<file path="config.mk">
export PLATFORM = sky130hd
export DESIGN_NAME = txpwr_limiter
export DESIGN_NICKNAME = d
export VERILOG_FILES = /design/src/rtl/txpwr_pkg.sv /design/src/rtl/dbm_to_index.sv /design/src/rtl/level_limiter.sv /design/src/rtl/bias_select.sv /design/src/rtl/txpwr_limiter.sv
export SDC_FILE = /design/constraint.sdc
export NUM_CORES = 1
export LEC_CHECK = 0
export CAP_MARGIN = 20
export CORE_MARGIN = 1
export CORE_UTILIZATION = 44
export DETAILED_ROUTE_END_ITERATION = 10
export DONT_BUFFER_PORTS = 1
export PLACE_DENSITY = 0.59
export SETUP_SLACK_MARGIN = 0.4
export SKIP_CTS_REPAIR_TIMING = 1
export SLEW_MARGIN = 10
export SYNTH_ARGS = -nofsm -noshare
export SYNTH_HDL_FRONTEND = slang
export SYNTH_SLANG_ARGS = --single-unit
export TNS_END_PERCENT = 1
</file>
<file path="constraint.sdc">
create_clock -name clk -period 3.35 [get_ports clk]
set_input_delay 0.5025 -clock clk [delete_from_list [all_inputs] [get_ports clk]]
set_output_delay 0.5025 -clock clk [all_outputs]
set_load 0.01 [all_outputs]
</file>
<file path="src/rtl/txpwr_pkg.sv">
package txpwr_pkg;
  localparam int LVL_W = 8;
  localparam int IDX_W = 6;

  typedef enum logic [1:0] {
    BIAS_NONE = 2'd0,
    BIAS_LOW  = 2'd1,
    BIAS_HIGH = 2'd2
  } bias_e;
endpackage

</file>
<file path="src/rtl/dbm_to_index.sv">
module dbm_to_index #(
  parameter int LVL_W  = 8,
  parameter int IDX_W  = 6,
  parameter int SHIFT  = 1,
  parameter int OFFSET = 0,
  parameter int CEIL   = 40
) (
  input  logic signed [LVL_W-1:0] dbm_i,
  output logic        [IDX_W-1:0] idx_o
);
  localparam int EXT_W = LVL_W + SHIFT + 9;

  logic signed [EXT_W-1:0] ext;
  logic signed [EXT_W-1:0] scaled;

  always_comb begin
    ext    = {{(EXT_W-LVL_W){dbm_i[LVL_W-1]}}, dbm_i};
    scaled = (ext <<< SHIFT) - $signed(EXT_W'(OFFSET));
    if (scaled < $signed(EXT_W'(0)))
      idx_o = '0;
    else if (scaled > $signed(EXT_W'(CEIL)))
      idx_o = IDX_W'(CEIL);
    else
      idx_o = scaled[IDX_W-1:0];
  end
endmodule

</file>
<file path="src/rtl/level_limiter.sv">
module level_limiter #(
  parameter int LVL_W = 8,
  parameter int IDX_W = 6,
  parameter int CAP   = 35
) (
  input  logic signed [LVL_W-1:0] level_i,
  input  logic                    lim_en_i,
  input  logic        [IDX_W-1:0] lim_idx_i,
  output logic        [IDX_W-1:0] idx_o
);
  localparam int CMP_W = (LVL_W > IDX_W) ? LVL_W : IDX_W;

  logic [CMP_W-1:0] mag;

  always_comb begin
    if (level_i[LVL_W-1])
      mag = '0;
    else
      mag = CMP_W'(level_i[LVL_W-2:0]);
    if (lim_en_i && (mag > CMP_W'(lim_idx_i)))
      mag = CMP_W'(lim_idx_i);
    if (mag > CMP_W'(CAP))
      mag = CMP_W'(CAP);
    idx_o = mag[IDX_W-1:0];
  end
endmodule

</file>
<file path="src/rtl/bias_select.sv">
module bias_select #(
  parameter int IDX_W  = 6,
  parameter int THRESH = 17
) (
  input  logic [IDX_W-1:0] idx_i,
  output txpwr_pkg::bias_e code_o
);
  always_comb begin
    if (idx_i <= IDX_W'(THRESH))
      code_o = txpwr_pkg::BIAS_LOW;
    else
      code_o = txpwr_pkg::BIAS_HIGH;
  end
endmodule

</file>
<file path="src/rtl/txpwr_limiter.sv">
module txpwr_limiter #(
  parameter int LVL_W       = txpwr_pkg::LVL_W,
  parameter int IDX_W       = txpwr_pkg::IDX_W,
  parameter int LEVEL_CAP   = 35,
  parameter int CCK_SHIFT   = 2,
  parameter int CCK_OFFSET  = 52,
  parameter int CCK_CEIL    = 28,
  parameter int OFDM_SHIFT  = 1,
  parameter int OFDM_OFFSET = 0,
  parameter int OFDM_CEIL   = 40,
  parameter int BIAS_THRESH = 17
) (
  input  logic             clk,
  input  logic             rst,
  input  logic             req_valid,
  input  logic [LVL_W-1:0] cck_req,
  input  logic [LVL_W-1:0] ofdm_req,
  input  logic             reg_lim_en,
  input  logic [LVL_W-1:0] reg_lim_dbm,
  output logic             res_valid,
  output logic [IDX_W-1:0] cck_idx,
  output logic [IDX_W-1:0] ofdm_idx,
  output logic [1:0]       ofdm_bias
);
  import txpwr_pkg::*;

  localparam int NFAM = 2;  // 0: CCK, 1: OFDM

  logic signed [LVL_W-1:0] fam_req [NFAM];
  logic        [IDX_W-1:0] fam_lim [NFAM];
  logic        [IDX_W-1:0] fam_idx [NFAM];
  bias_e                   bias_next;

  assign fam_req[0] = $signed(cck_req);
  assign fam_req[1] = $signed(ofdm_req);

  for (genvar g = 0; g < NFAM; g++) begin : g_fam
    localparam int SH = (g == 0) ? CCK_SHIFT  : OFDM_SHIFT;
    localparam int OF = (g == 0) ? CCK_OFFSET : OFDM_OFFSET;
    localparam int CE = (g == 0) ? CCK_CEIL   : OFDM_CEIL;

    dbm_to_index #(
      .LVL_W(LVL_W), .IDX_W(IDX_W), .SHIFT(SH), .OFFSET(OF), .CEIL(CE)
    ) u_conv (
      .dbm_i (reg_lim_dbm),
      .idx_o (fam_lim[g])
    );

    level_limiter #(
      .LVL_W(LVL_W), .IDX_W(IDX_W), .CAP(LEVEL_CAP)
    ) u_lim (
      .level_i   (fam_req[g]),
      .lim_en_i  (reg_lim_en),
      .lim_idx_i (fam_lim[g]),
      .idx_o     (fam_idx[g])
    );
  end

  bias_select #(.IDX_W(IDX_W), .THRESH(BIAS_THRESH)) u_bias (
    .idx_i  (fam_idx[1]),
    .code_o (bias_next)
  );

  always_ff @(posedge clk) begin
    if (rst) begin
      res_valid <= 1'b0;
      cck_idx   <= '0;
      ofdm_idx  <= '0;
      ofdm_bias <= BIAS_NONE;
    end else begin
      res_valid <= req_valid;
      if (req_valid) begin
        cck_idx   <= fam_idx[0];
        ofdm_idx  <= fam_idx[1];
        ofdm_bias <= bias_next;
      end
    end
  end
endmodule

</file>
# == Yosys cells after proc, flatten, opt, wreduce, memory -nomap -nowiden ==
# Cells that the tools add are included.
# word_totals
reg_bits,15
latch_bits,0
mem_bits_rw,0
mem_bits_ro,0
in_bits,28
out_inout_bits,15
word_cells,27
memories,0
# op_classes
addsub,1
mul,0
div_mod_pow,0
n_lt_le_gt_ge,9
eq_ne,0
shifts,0
n_mux,11
n_bitwise,0
n_reduce_logical,2
# ops
cell,count
$mux 6,6
$mux 7,4
$gt 19x6->1 const B,1
$lt 19x1->1 const B,1
$gt 7x6->1,2
$gt 7x6->1 const B,2
$sub 10x7->11 const B,1
$gt 9x7->1 const B,1
$lt 9x1->1 const B,1
$le 6x5->1 const B,1
$logic_and 1x1->1,2
$mux 2,1

# == Longest topological paths before layout ==
# depth
word_depth,10
depth_mapped,14
mapped_depth_nobuf,13

# == Modules after synthesis ==
# Synthesis repeated with hierarchy kept, for this count alone.
# hier_totals
cells_unflattened,189
area_unflattened_um2,1564.0
# modules_own_cells
mod,n_inst,cells_per_inst,area_per_inst_um2,seq_area_each_um2
level_limiter,2,52,386.6,0.0
txpwr_limiter,1,47,535.5,300.3
dbm_to_index at g_fam[0].u_conv,1,23,152.6,0.0
dbm_to_index at g_fam[1].u_conv,1,11,76.3,0.0
bias_select,1,4,26.3,0.0

# == Least setup slack after synthesis ==
# OpenSTA, ideal clock, no wires.
# synth_path
kind,input -> register
startpoint,input port reg_lim_dbm[0]
endpoint,register cck_idx[0]
setup_time_ns,0.086
arrival_ns,2.626
required_ns,3.264
path_slack_ns,0.638
cell_stages,12
path_buffers,0
path_cell_list,inv_1 > ha_1 > xnor2_1 > o2111ai_1 > a21oi_1 > a21o_1 > ha_1 > a21oi_1 > o2111ai_1 > a21oi_1 > o21ai_0 > a211oi_1
# synth_between
elab_chain_cells,9
elab_cells_between_ends,10
classes_between,add/sub (1); order compare (4); mux (4); reduce/logical (1)
# synth_lines
element,line_no,source
start: declaration,txpwr_limiter.sv:19,"input logic [LVL_W-1:0] reg_lim_dbm,"
$sub 10x7->11 (*),dbm_to_index.sv:18,scaled = (ext <<< SHIFT) - $signed(EXT_W'(OFFSET));
$gt 19x6->1,dbm_to_index.sv:21,else if (scaled > $signed(EXT_W'(CEIL)))
$mux 6,dbm_to_index.sv:21,
$mux 6 (*),dbm_to_index.sv:19,if (scaled < $signed(EXT_W'(0)))
$gt 7x6->1,level_limiter.sv:20,if (lim_en_i && (mag > CMP_W'(lim_idx_i)))
$logic_and 1x1->1,level_limiter.sv:20,
$mux 7 (*),level_limiter.sv:20,
$gt 7x6->1,level_limiter.sv:22,if (mag > CMP_W'(CAP))
$mux 6 (*),level_limiter.sv:22,
end signal: assignment,txpwr_limiter.sv:73,cck_idx <= fam_idx[0];
end: declaration,txpwr_limiter.sv:21,"output logic [IDX_W-1:0] cck_idx,"
# Mark *: on every way between the ends. The rest lies on a longest branch, timed or not.
# A chain may end at the register's enable or synchronous reset.

# == Worst setup path after layout ==
# layout_path
startpoint,input port reg_lim_dbm[0]
endpoint,register ofdm_idx[4]
# layout_between
elab_chain_cells,8
elab_cells_between_ends,9
classes_between,order compare (4); mux (4); reduce/logical (1)
# layout_lines
element,line_no,source
$gt 9x7->1,dbm_to_index.sv:21,
$mux 6,dbm_to_index.sv:21,
$mux 6 (*),dbm_to_index.sv:19,
$gt 7x6->1,level_limiter.sv:20,
$logic_and 1x1->1,level_limiter.sv:20,
$mux 7 (*),level_limiter.sv:20,
$gt 7x6->1,level_limiter.sv:22,
$mux 6 (*),level_limiter.sv:22,
end signal: assignment,txpwr_limiter.sv:74,ofdm_idx <= fam_idx[1];
end: declaration,txpwr_limiter.sv:22,"output logic [IDX_W-1:0] ofdm_idx,"
# Marks and branches as above.

==> impl_metrics.env <==
export IMPL_avgSynthCellArea_um2=8.290
export IMPL_cts_tree="done"
export IMPL_grtUsageMet3_pct=4.419
export IMPL_drt_wl_total_um=3057
export IMPL_wire_per_inst_um=16.44
export IMPL_worstPathMaxFanout=9
export IMPL_track_usage_pct=20.02
export IMPL_vias=1134
export IMPL_clock_latency_ns=0.28
export IMPL_finalCritPeriodShare_pct=83.08
export IMPL_grt_pass1_vias=1073
export IMPL_synth_top_cell_area_share_pct=23.37
export IMPL_yosys_warnings=0
export IMPL_die_h_um=56.04
export IMPL_drtIter0Drc=21
export IMPL_core_um2=2758
export IMPL_synth_area_top_cells="dfxtp_1 (23%), ha_1 (9.7%), nand2b_1 (3.9%)"
export IMPL_critPathArrivalTime_ns=2.95
export IMPL_finClkSkew_ns=0
export IMPL_seq_area_frac_synth_pct=23.37
export IMPL_cts_sinks=15
export IMPL_grt_use_met1_pct=27.98
export IMPL_synth_most_common_cell="dfxtp_1"
export IMPL_num_rows=19
export IMPL_clockBufferDepth=2
export IMPL_numCtsBuffers=3
export IMPL_ios=43
export IMPL_postLayoutCoreUtil_pct=48.14
export IMPL_status="complete, no violations"
export IMPL_grt_util_met2_pct=30.61
export IMPL_ir_drop_mv=0.2428
export IMPL_die_area_um2=3140
export IMPL_pre_cts_ws_ns=0.2710
export IMPL_endpoint_kind="flop"
export IMPL_area_delta_synth_final_pct=3.310
export IMPL_critical_path_class="in -> reg"
export IMPL_synth_ff_type="dfxtp_1"
export IMPL_ys_types=47
export IMPL_grt_max_degree=15
export IMPL_fmax_ghz=0.3593
export IMPL_gr_total_overflow=0
export IMPL_nets=194
export IMPL_worstPathRequired_ns=3.52
export IMPL_finalHoldViolCount=0
export IMPL_slew_violations=0
export IMPL_grt_pass1_wl_um=5043
export IMPL_synth_area_leader_cell="dfxtp_1"
export IMPL_syn_cell_area_um2=1285
export IMPL_cts_root_buffer_cell="clkbuf_4"
export IMPL_grt_busiest_layer="met2"
export IMPL_drc=0
export IMPL_drtAntennaViolNets=0
export IMPL_fin_hold_ws_ns=0.2762
export IMPL_syn_nets=193
export IMPL_hp_class="in -> reg"
export IMPL_antennaDiodeCount=0
export IMPL_syn_inst=155
export IMPL_die_w_um=56.04
export IMPL_p_per_area_nw_per_um2=312.8
export IMPL_tns_ns=0
export IMPL_start_util_pct=46.60
export IMPL_rsz0062_at_grt="false"
export IMPL_via_per_inst=6.097
export IMPL_ys_ff_latch=15
export IMPL_netlist_top_cells_count="dfxtp_1 (15), ha_1 (10), nor2_1 (10)"
export IMPL_dpl_hpwl_um=2492
export IMPL_period_minus_slack_ns=2.783
export IMPL_htree_levels=1
export IMPL_cts_clk_slew_worst_paths_ns=0.09
export IMPL_dr_pass1_iters=4
export IMPL_start_kind="primary input"
export IMPL_antenna_found_initial=0
export IMPL_synth_edff_count=0
export IMPL_gp_congestion=0.8041
export IMPL_setup_viol=0
export IMPL_portBuffers=0
export IMPL_drv_cap=0
export IMPL_setup_ws_ns=0.5667
export IMPL_post_route_cells_drive_above_1_share_pct=7.097
export IMPL_leakage_nw=0.5261
export IMPL_async_flop_share_pct=0
layout make-up:
class | instances | area, um^2
tap | 31 | 38.79
inverter | 7 | 26.28
clock buffer | 4 | 26.28
fill | 292 | 1430
sequential | 15 | 300.3
multi-input combinational | 128 | 928.4
timing repair buffer | 1 | 7.507
registers in the layout, summed over array words and instances, names as in the netlist:
name and flops:
cck_idx 6, ofdm_bias 2, ofdm_idx 6, res_valid 1
where the power goes:
part           switching, W  internal [W]
logic             0.0000575     0.0000514
registers         0.0000126      0.000190
clock network     0.0000578     0.0000462
per-stage QoR:
step	power [W]	cells	area [um^2]
final	0.0004153	186	1328
after global routing	0.0004376	186	1328
after CTS	0.0004143	186	1324
after detailed placement	0.0003141	182	1297
after global placement	0.0003107	182	1297
after floorplan	0.0003007	155	1285
per-layer routing:
layer | vias to the layer above | part of all wire (%)
met4 | 0 | 0
li1 | 576 | -
met1 | 525 | 50
met3 | 0 | 5.0
met5 | - | 0
met2 | 33 | 45
worst max-delay path: stages:
cell      delay [ns]
inv_1           0.04
ha_1            0.22
nor2b_1         0.08
o21a_1          0.17
nor3_1          0.29
nand2_1         0.10
ha_1            0.31
nand2b_1        0.06
a211o_1         0.30
a21oi_2         0.34
and4bb_2        0.29
a221o_1         0.26
layout by cell type (no fill, tap or decap), drive strengths merged, types with 2 or more instances in the layout:
master,n
dfxtp,15
nor2,10
ha,10
nand2,9
nand2b,8
nor2b,8
nor3,7
inv,7
a21oi,7
a211oi,6
o21ai,5
a211o,5
and2b,4
a21o,4
clkbuf,4
nand3b,3
mux2i,3
a21boi,3
a22oi,3
or2,3
o21a,2
o2111ai,2
nor3b,2
a31oi,2
o31ai,2
a22o,2
nand4,2
cell families (layout without fill, tap and decap cells):
family	Yosys count	in the layout	share of synthesized area [%]
buf+inv	12	12	4.674
other cells	1	1	0.2918
xor+xnor	2	2	1.363
fa+ha+maj	10	10	9.737
simple gates	62	62	28.14
flops	15	15	23.37
compound gates	50	50	30.09
mux	3	3	2.337
final timing paths:
check / start / endpoint / slack (ns) / depth (start not counted)
max: reg_lim_dbm[0] / ofdm_idx[4]$_SDFFE_PP0P_ / 0.57 / 12
min: rst / ofdm_bias[1]$_SDFFE_PP0P_ / 0.28 / 1
max reg2reg: ofdm_idx[0]$_SDFFE_PP0P_ / ofdm_idx[0]$_SDFFE_PP0P_ / 2.44 / 2
min reg2reg: ofdm_bias[1]$_SDFFE_PP0P_ / ofdm_bias[1]$_SDFFE_PP0P_ / 0.53 / 2
Note: power is estimated with default switching activity, not from simulation.
